## src/rtl/aud_tx_pkg.sv

```systemverilog
package aud_tx_pkg;

    localparam int SAMPLE_W = 32;
    localparam int POS_W    = $clog2(SAMPLE_W);
    localparam int IDX_W    = POS_W + 1;

    typedef logic [IDX_W-1:0] idx_t;
    localparam idx_t IDX_MAX = '1;

    typedef enum logic [1:0] {
        WID_8   = 2'b00,
        WID_16  = 2'b01,
        WID_32  = 2'b10,
        WID_32R = 2'b11
    } width_e;

    typedef struct packed {
        width_e width;
        logic   mono;
        logic   stop;
        logic   chan_rst;
        logic   ws_slave;
        logic   mute;
    } tx_mode_t;

    function automatic idx_t width_bits(width_e w);
        unique case (w)
            WID_8:   return idx_t'(8);
            WID_16:  return idx_t'(16);
            default: return idx_t'(SAMPLE_W);
        endcase
    endfunction

endpackage

```

## src/rtl/aud_tx_wsgen.sv

```systemverilog
module aud_tx_wsgen
    import aud_tx_pkg::*;
#(
    parameter int HALF_W = 9
) (
    input  logic              clk,
    input  logic              rst,
    input  logic              tick,
    input  logic              crst,
    input  logic              slave,
    input  logic [HALF_W-1:0] half,
    input  logic              ws_pin,
    output logic              ws,
    output logic              wsflip,
    output logic              new_ws
);

    logic [HALF_W-1:0] cnt;
    logic              ws_q;

    always_ff @(posedge clk) begin
        if (rst || crst) begin
            cnt  <= '0;
            ws_q <= 1'b1;
        end else if (tick) begin
            if (slave) begin
                ws_q <= ws_pin;
                cnt  <= '0;
            end else if (cnt == half) begin
                ws_q <= ~ws_q;
                cnt  <= '0;
            end else begin
                cnt  <= cnt + 1'b1;
            end
        end
    end

    always_comb begin
        wsflip = tick && !crst && (slave ? (ws_pin != ws_q) : (cnt == half));
        new_ws = slave ? ws_pin : ~ws_q;
    end

    assign ws = ws_q;


    ws_hold_chk: assert property (@(posedge clk) disable iff (rst)
        (!slave && !crst && tick && cnt != half) |=> $stable(ws_q));


    ws_idle_chk: assert property (@(posedge clk) disable iff (rst)
        (!tick && !crst) |=> $stable(ws_q));


    ws_crst_chk: assert property (@(posedge clk) disable iff (rst)
        crst |=> (ws_q && cnt == '0));

endmodule

```

## src/rtl/aud_tx_fetch.sv

```systemverilog
module aud_tx_fetch
    import aud_tx_pkg::*;
(
    input  logic                clk,
    input  logic                rst,
    input  logic                crst,
    input  logic                wsflip,
    input  logic                new_ws,
    input  logic                mono,
    input  logic                stop,
    input  logic                fifo_empty,
    input  logic [SAMPLE_W-1:0] fifo_data,
    output logic                pop,
    output logic [SAMPLE_W-1:0] word,
    output logic                underrun
);

    logic [SAMPLE_W-1:0] hold;
    logic                need;
    logic                unr_q;

    always_comb begin
        need = wsflip && !stop && (!mono || !new_ws);
        pop  = need && !fifo_empty;
        if (stop)
            word = '0;
        else if (mono && new_ws)
            word = hold;
        else if (fifo_empty)
            word = '0;
        else
            word = fifo_data;
    end

    always_ff @(posedge clk) begin
        if (rst || crst) begin
            hold  <= '0;
            unr_q <= 1'b0;
        end else begin
            if (wsflip && mono && !new_ws)
                hold <= word;
            if (need && fifo_empty)
                unr_q <= 1'b1;
        end
    end

    assign underrun = unr_q;


    stop_pop_chk: assert property (@(posedge clk) disable iff (rst)
        stop |-> !pop);


    unr_sticky_chk: assert property (@(posedge clk) disable iff (rst)
        (unr_q && !crst) |=> unr_q);


    mono_pop_chk: assert property (@(posedge clk) disable iff (rst)
        (mono && pop) |-> !new_ws);


    stop_unr_chk: assert property (@(posedge clk) disable iff (rst)
        (stop && !unr_q) |=> !unr_q);

endmodule

```

## src/rtl/aud_tx_shift.sv

```systemverilog
module aud_tx_shift
    import aud_tx_pkg::*;
(
    input  logic                clk,
    input  logic                rst,
    input  logic                tick,
    input  logic                crst,
    input  logic                wsflip,
    input  logic                quiet,
    input  width_e              width,
    input  logic [SAMPLE_W-1:0] word_i,
    output logic                sd
);

    idx_t                idx;
    idx_t                wb;
    idx_t                pos_full;
    logic [POS_W-1:0]    pos;
    logic [SAMPLE_W-1:0] sreg;
    logic                sd_q;
    logic                bit_now;

    always_comb begin
        wb       = width_bits(width);
        pos_full = wb - idx - idx_t'(1);
        pos      = pos_full[POS_W-1:0];
        bit_now  = (idx < wb) && !quiet && sreg[pos];
    end

    always_ff @(posedge clk) begin
        if (rst || crst) begin
            idx  <= IDX_MAX;
            sreg <= '0;
            sd_q <= 1'b0;
        end else if (tick) begin
            sd_q <= bit_now;
            if (wsflip) begin
                idx  <= '0;
                sreg <= word_i;
            end else if (idx != IDX_MAX) begin
                idx  <= idx + idx_t'(1);
            end
        end
    end

    assign sd = sd_q;


    quiet_sd_chk: assert property (@(posedge clk) disable iff (rst)
        (tick && quiet && !crst) |=> !sd_q);


    sd_idle_chk: assert property (@(posedge clk) disable iff (rst)
        (!tick && !crst) |=> $stable(sd_q));


    pad_zero_chk: assert property (@(posedge clk) disable iff (rst)
        (tick && !crst && idx >= wb) |=> !sd_q);

endmodule

```

## src/rtl/aud_i2s_tx.sv

```systemverilog
module aud_i2s_tx
    import aud_tx_pkg::*;
#(
    parameter int HALF_W = 9
) (
    input  logic                clk,
    input  logic                rst,
    input  logic                bclk_en,
    input  logic [1:0]          cfg_width,
    input  logic                cfg_mono,
    input  logic                cfg_stop,
    input  logic                cfg_chan_rst,
    input  logic                cfg_ws_slave,
    input  logic [HALF_W-1:0]   cfg_half,
    input  logic                cfg_mute,
    input  logic                ws_in,
    input  logic [SAMPLE_W-1:0] fifo_data,
    input  logic                fifo_empty,
    output logic                fifo_pop,
    output logic                fifo_flush,
    output logic                ws_out,
    output logic                sd_out,
    output logic                underrun
);

    tx_mode_t            mode;
    logic                wsflip;
    logic                new_ws;
    logic [SAMPLE_W-1:0] next_word;

    always_comb begin
        mode.width    = width_e'(cfg_width);
        mode.mono     = cfg_mono;
        mode.stop     = cfg_stop;
        mode.chan_rst = cfg_chan_rst;
        mode.ws_slave = cfg_ws_slave;
        mode.mute     = cfg_mute;
    end

    assign fifo_flush = mode.chan_rst;

    aud_tx_wsgen #(.HALF_W(HALF_W)) u_wsgen (
        .clk    (clk),
        .rst    (rst),
        .tick   (bclk_en),
        .crst   (mode.chan_rst),
        .slave  (mode.ws_slave),
        .half   (cfg_half),
        .ws_pin (ws_in),
        .ws     (ws_out),
        .wsflip (wsflip),
        .new_ws (new_ws)
    );

    aud_tx_fetch u_fetch (
        .clk        (clk),
        .rst        (rst),
        .crst       (mode.chan_rst),
        .wsflip     (wsflip),
        .new_ws     (new_ws),
        .mono       (mode.mono),
        .stop       (mode.stop),
        .fifo_empty (fifo_empty),
        .fifo_data  (fifo_data),
        .pop        (fifo_pop),
        .word       (next_word),
        .underrun   (underrun)
    );

    aud_tx_shift u_shift (
        .clk    (clk),
        .rst    (rst),
        .tick   (bclk_en),
        .crst   (mode.chan_rst),
        .wsflip (wsflip),
        .quiet  (mode.mute || mode.stop),
        .width  (mode.width),
        .word_i (next_word),
        .sd     (sd_out)
    );


    flush_nopop_chk: assert property (@(posedge clk) disable iff (rst)
        cfg_chan_rst |-> !fifo_pop);

endmodule

```

## config.mk

```make
export PLATFORM = sky130hd
export DESIGN_NAME = aud_i2s_tx
export DESIGN_NICKNAME = d
export VERILOG_FILES = /design/src/rtl/aud_tx_pkg.sv /design/src/rtl/aud_tx_wsgen.sv /design/src/rtl/aud_tx_fetch.sv /design/src/rtl/aud_tx_shift.sv /design/src/rtl/aud_i2s_tx.sv
export SDC_FILE = /design/constraint.sdc
export NUM_CORES = 1
export LEC_CHECK = 0
export BUFFER_PORTS_ARGS = -buffer_cell sky130_fd_sc_hd__buf_2
export CAP_MARGIN = 20
export CORE_MARGIN = 1.5
export CORE_UTILIZATION = 35
export CTS_CLUSTER_SIZE = 12
export DETAILED_ROUTE_END_ITERATION = 10
export PLACE_DENSITY = 0.63
export SYNTH_ARGS = -nofsm -noshare
export SYNTH_HDL_FRONTEND = slang
export SYNTH_HIERARCHICAL = 1
export SYNTH_SLANG_ARGS = --single-unit
```

## constraint.sdc

```tcl
create_clock -name clk -period 3.1 [get_ports clk]
set_input_delay 0.465 -clock clk [delete_from_list [all_inputs] [get_ports clk]]
set_output_delay 0.465 -clock clk [all_outputs]
set_load 0.01 [all_outputs]
```

==> impl_metrics.ini <==
[logic_synthesis]
async_reset_ff_frac = 0
ys_seq_area_frac = 0.3759
synth_seq_cells = 82
syn_nets = 608
netlist-cell-type-count = 44
synth_top_cell_area_share = 0.3759
netlist_area_mm2 = 0.004367
synth_top_cell_by_area = dfxtp_1
syn_inst = 550
ys.flop_type = dfxtp_1
synth_edf_count = 0
yosysMostFrequentCell = nand2_1
postSynthAreaPerCell_um2 = 7.939
ys_top_cells_by_count = 139 x nand2_1, 91 x a21oi_1, 82 x dfxtp_1
ys_warn_count = 6
synthTopCellsByArea = dfxtp_1 38%, nand2_1 12%, a21oi_1 10%

[final_layout]
drive_gt1_frac = 0.1831
final_nets = 644
n_antenna_cell = 0
design_area_mm2 = 0.005006
synthToLayoutAreaGrowth_pct = 14.64

[critical_path]
path_max_fanout = 11
arrival_ns = 2.24
ff2ff_path_depth = 9
crit_buf_inv = 2
critPathCaptureType = output pin
r2r_end = u_fetch/hold[26]
cp.required_ns = 2.63
worstSetupPathType = reg -> out
critical-path-top-delay-family = simple AND/OR/NAND/NOR gates
rrSetupSlack_ns = 0.72
critPathLaunch = u_wsgen/cnt[1]
worstPathCellList = xnor2_1, nand4_1, nor3_2, buf_4, o21a_1, and3_1, buf_2
cpPeakStageDelay_ns = 0.42
r2r_start = u_wsgen/cnt[1]
endpoint = fifo_pop
worstSetupStartpointType = flop
cpMaxStageDelayCell = dfxtp_1
cp.depth = 7

[placement]
port_buffers = 57
preCtsSetupSlack_ns = 0.6084
gp_congestion = 0.8217
dp_hpwl_um = 7364
placed_cell_area_mm2 = 0.004735

[sta]
setup_violations = 0
min_period_over_period = 0.8714
timing_hold_violations_final = 0
slew_headroom = 0.5226
fin_tns_setup_ns = 0
worst_pin_slew_ns = 0.7162
fin_ws_ns = 0.3985
min_period_ns = 2.701
fmax_mhz = 370.2
finalClockSkew_ns = 0.008159
whs_ns = 0.3775
maxSlewViolCount = 0
rsz0062_at_grt = false

[floorplan]
placementRows = 40
die_area_mm2 = 0.01315
initial_core_util = 0.3605
io_pins = 58
core_mm2 = 0.01211
die-height_um = 114.7
die_w_um = 114.7

[power_and_ir_drop]
p_total_mw = 2.300
power_frac_seq = 0.466
p_clk_frac = 0.429
leakagePower_nw = 1.670
ir_drop_mv = 0.2616
p_switching_mw = 0.5799
intPower_mw = 1.720
comb_power_share = 0.104
pwr_density_cell_mw_per_mm2 = 459.4
switching_share = 0.2522

[grt]
overflow = 0
grt_first_pass_wirelength_um = 18440
grt_usage = 0.1782
grt_start_max_net_pins = 36
grt_pass1_vias = 3722
antenna_found_initial = 0

[clock_tree]
h-tree-depth = 3
postCtsSetupRepairBufs = 0
clk_latency_ns = 0.34
cts.sinks = 82
numCtsBuffers = 9
cts_buffer_depth = 2
holdBufCountCts = 0
cts_tree = done
clk_pin_slew_worst_paths_ns = 0.06
ctsResizeCount = 0
clockRootBuffer = clkbuf_16

[detailed_routing]
drt_iter0_drc = 254
vias_per_cell = 5.198
drtPass1Iterations = 5
drc = 0
ant_nets = 0
avgRoutedWirePerCell_um = 14.61
wirelength_um = 11080
num_vias = 3940

[hold_path]
hp-class = in -> reg
hold_depth = 3

[run_status]
status = finished, final reports clean

[job]
maxCapViolations = 0
[registers in the layout, summed over array words and instances (netlist names)]
register and cells:
u_shift/idx 6, u_wsgen/ws 1, u_fetch/hold 32, u_shift/sreg 32
u_shift/sd 1, u_wsgen/cnt 9, u_fetch/underrun 1
[placed cells by master (no fill, tap or decap), types with 2 or more instances in the layout]
cell	netlist	routed
dfxtp_1	82	82
nand3_2	10	10
nand3b_1	34	34
a21oi_1	91	91
nor2_1	12	12
or2_1	2	2
o211ai_1	3	3
a21oi_2	7	7
mux2i_1	6	6
o21ai_0	7	7
nand2_1	139	139
mux4_1	5	5
clkbuf_1	20	2
xor2_1	4	4
nand4_1	5	5
nor4b_1	3	3
inv_1	5	5
buf_2	19	57
o21a_1	4	4
ha_1	5	5
and3_1	3	3
a41oi_1	2	2
buf_4	2	13
clkbuf_16	0	9
mux4_2	3	3
and2_1	3	3
xnor2_1	17	17
nand3_1	26	26
nor3_1	12	12
[power by group through the flow]
| stage | logic [mW] | clock network [mW] | registers [mW] |
|---|---|---|---|
| 6_report | 0.240 | 0.988 | 1.07 |
| 5_1_grt | 0.265 | 1.05 | 1.07 |
| 4_1_cts | 0.241 | 1.02 | 1.07 |
| 3_5_place_dp | 0.240 | 0 | 1.10 |
| 3_3_place_gp | 0.237 | 0 | 1.09 |
| 2_1_floorplan | 0.160 | 0 | 1.09 |
[logic make-up after synthesis]
logic type                 Yosys count  synth area share
and+or+nand+nor                    257            0.2937
muxes                               14           0.05931
xor gates and xnor gates            21           0.04212
DFF                                 82            0.3759
AOI/OAI and AO/OA                  120            0.1542
adders and majority gates            5           0.01433
buffers and inverters               51           0.06046
[metrics by stage]
step / util / std cells
after CTS: 0.4133 / 758
after global placement: 0.3909 / 743
after global routing: 0.4133 / 758
after floorplan: - / 550
final: 0.4133 / 758
after detailed placement: 0.3909 / 743
[routing by layer]
metal  track usage  up-vias  routed length (um)
met4       0.05185        0                 131
met5             0        -                   0
met2        0.2854      121                4807
met3       0.03759        9                 566
met1        0.2424     1841                5570
li1              -     1969                   -
[worst min-delay path by stage]
stage,start,to,slack [ns]
CTS,fifo_data[25],u_fetch/hold[25],0.37
global route,fifo_data[24],u_fetch/hold[24],0.38
detailed placement,u_fetch/hold[15],u_fetch/hold[15],0.44
floorplan,u_shift/sreg[20],u_shift/sreg[20],0.43
finish,fifo_data[25],u_fetch/hold[25],0.38
global placement,u_fetch/hold[0],u_fetch/hold[0],0.44
[layout make-up]
class	instances	area, um^2
clock buffer	12	246.5
tap	168	210.2
multi-input combinational	417	2461
sequential	82	1642
timing repair buffer	71	402.9
inverter	5	18.77
fill	1318	7106
clock inverter	3	25.02
[worst register-to-register path, delay by kind of cell, from the launching register on]
kind            cells  cell delay [ns]
simple gates        4             0.76
buf+inv             2             0.46
compound gates      2             0.53
xor+xnor            1             0.14
flops               1             0.42
Note: power is estimated with default switching activity, not from simulation.
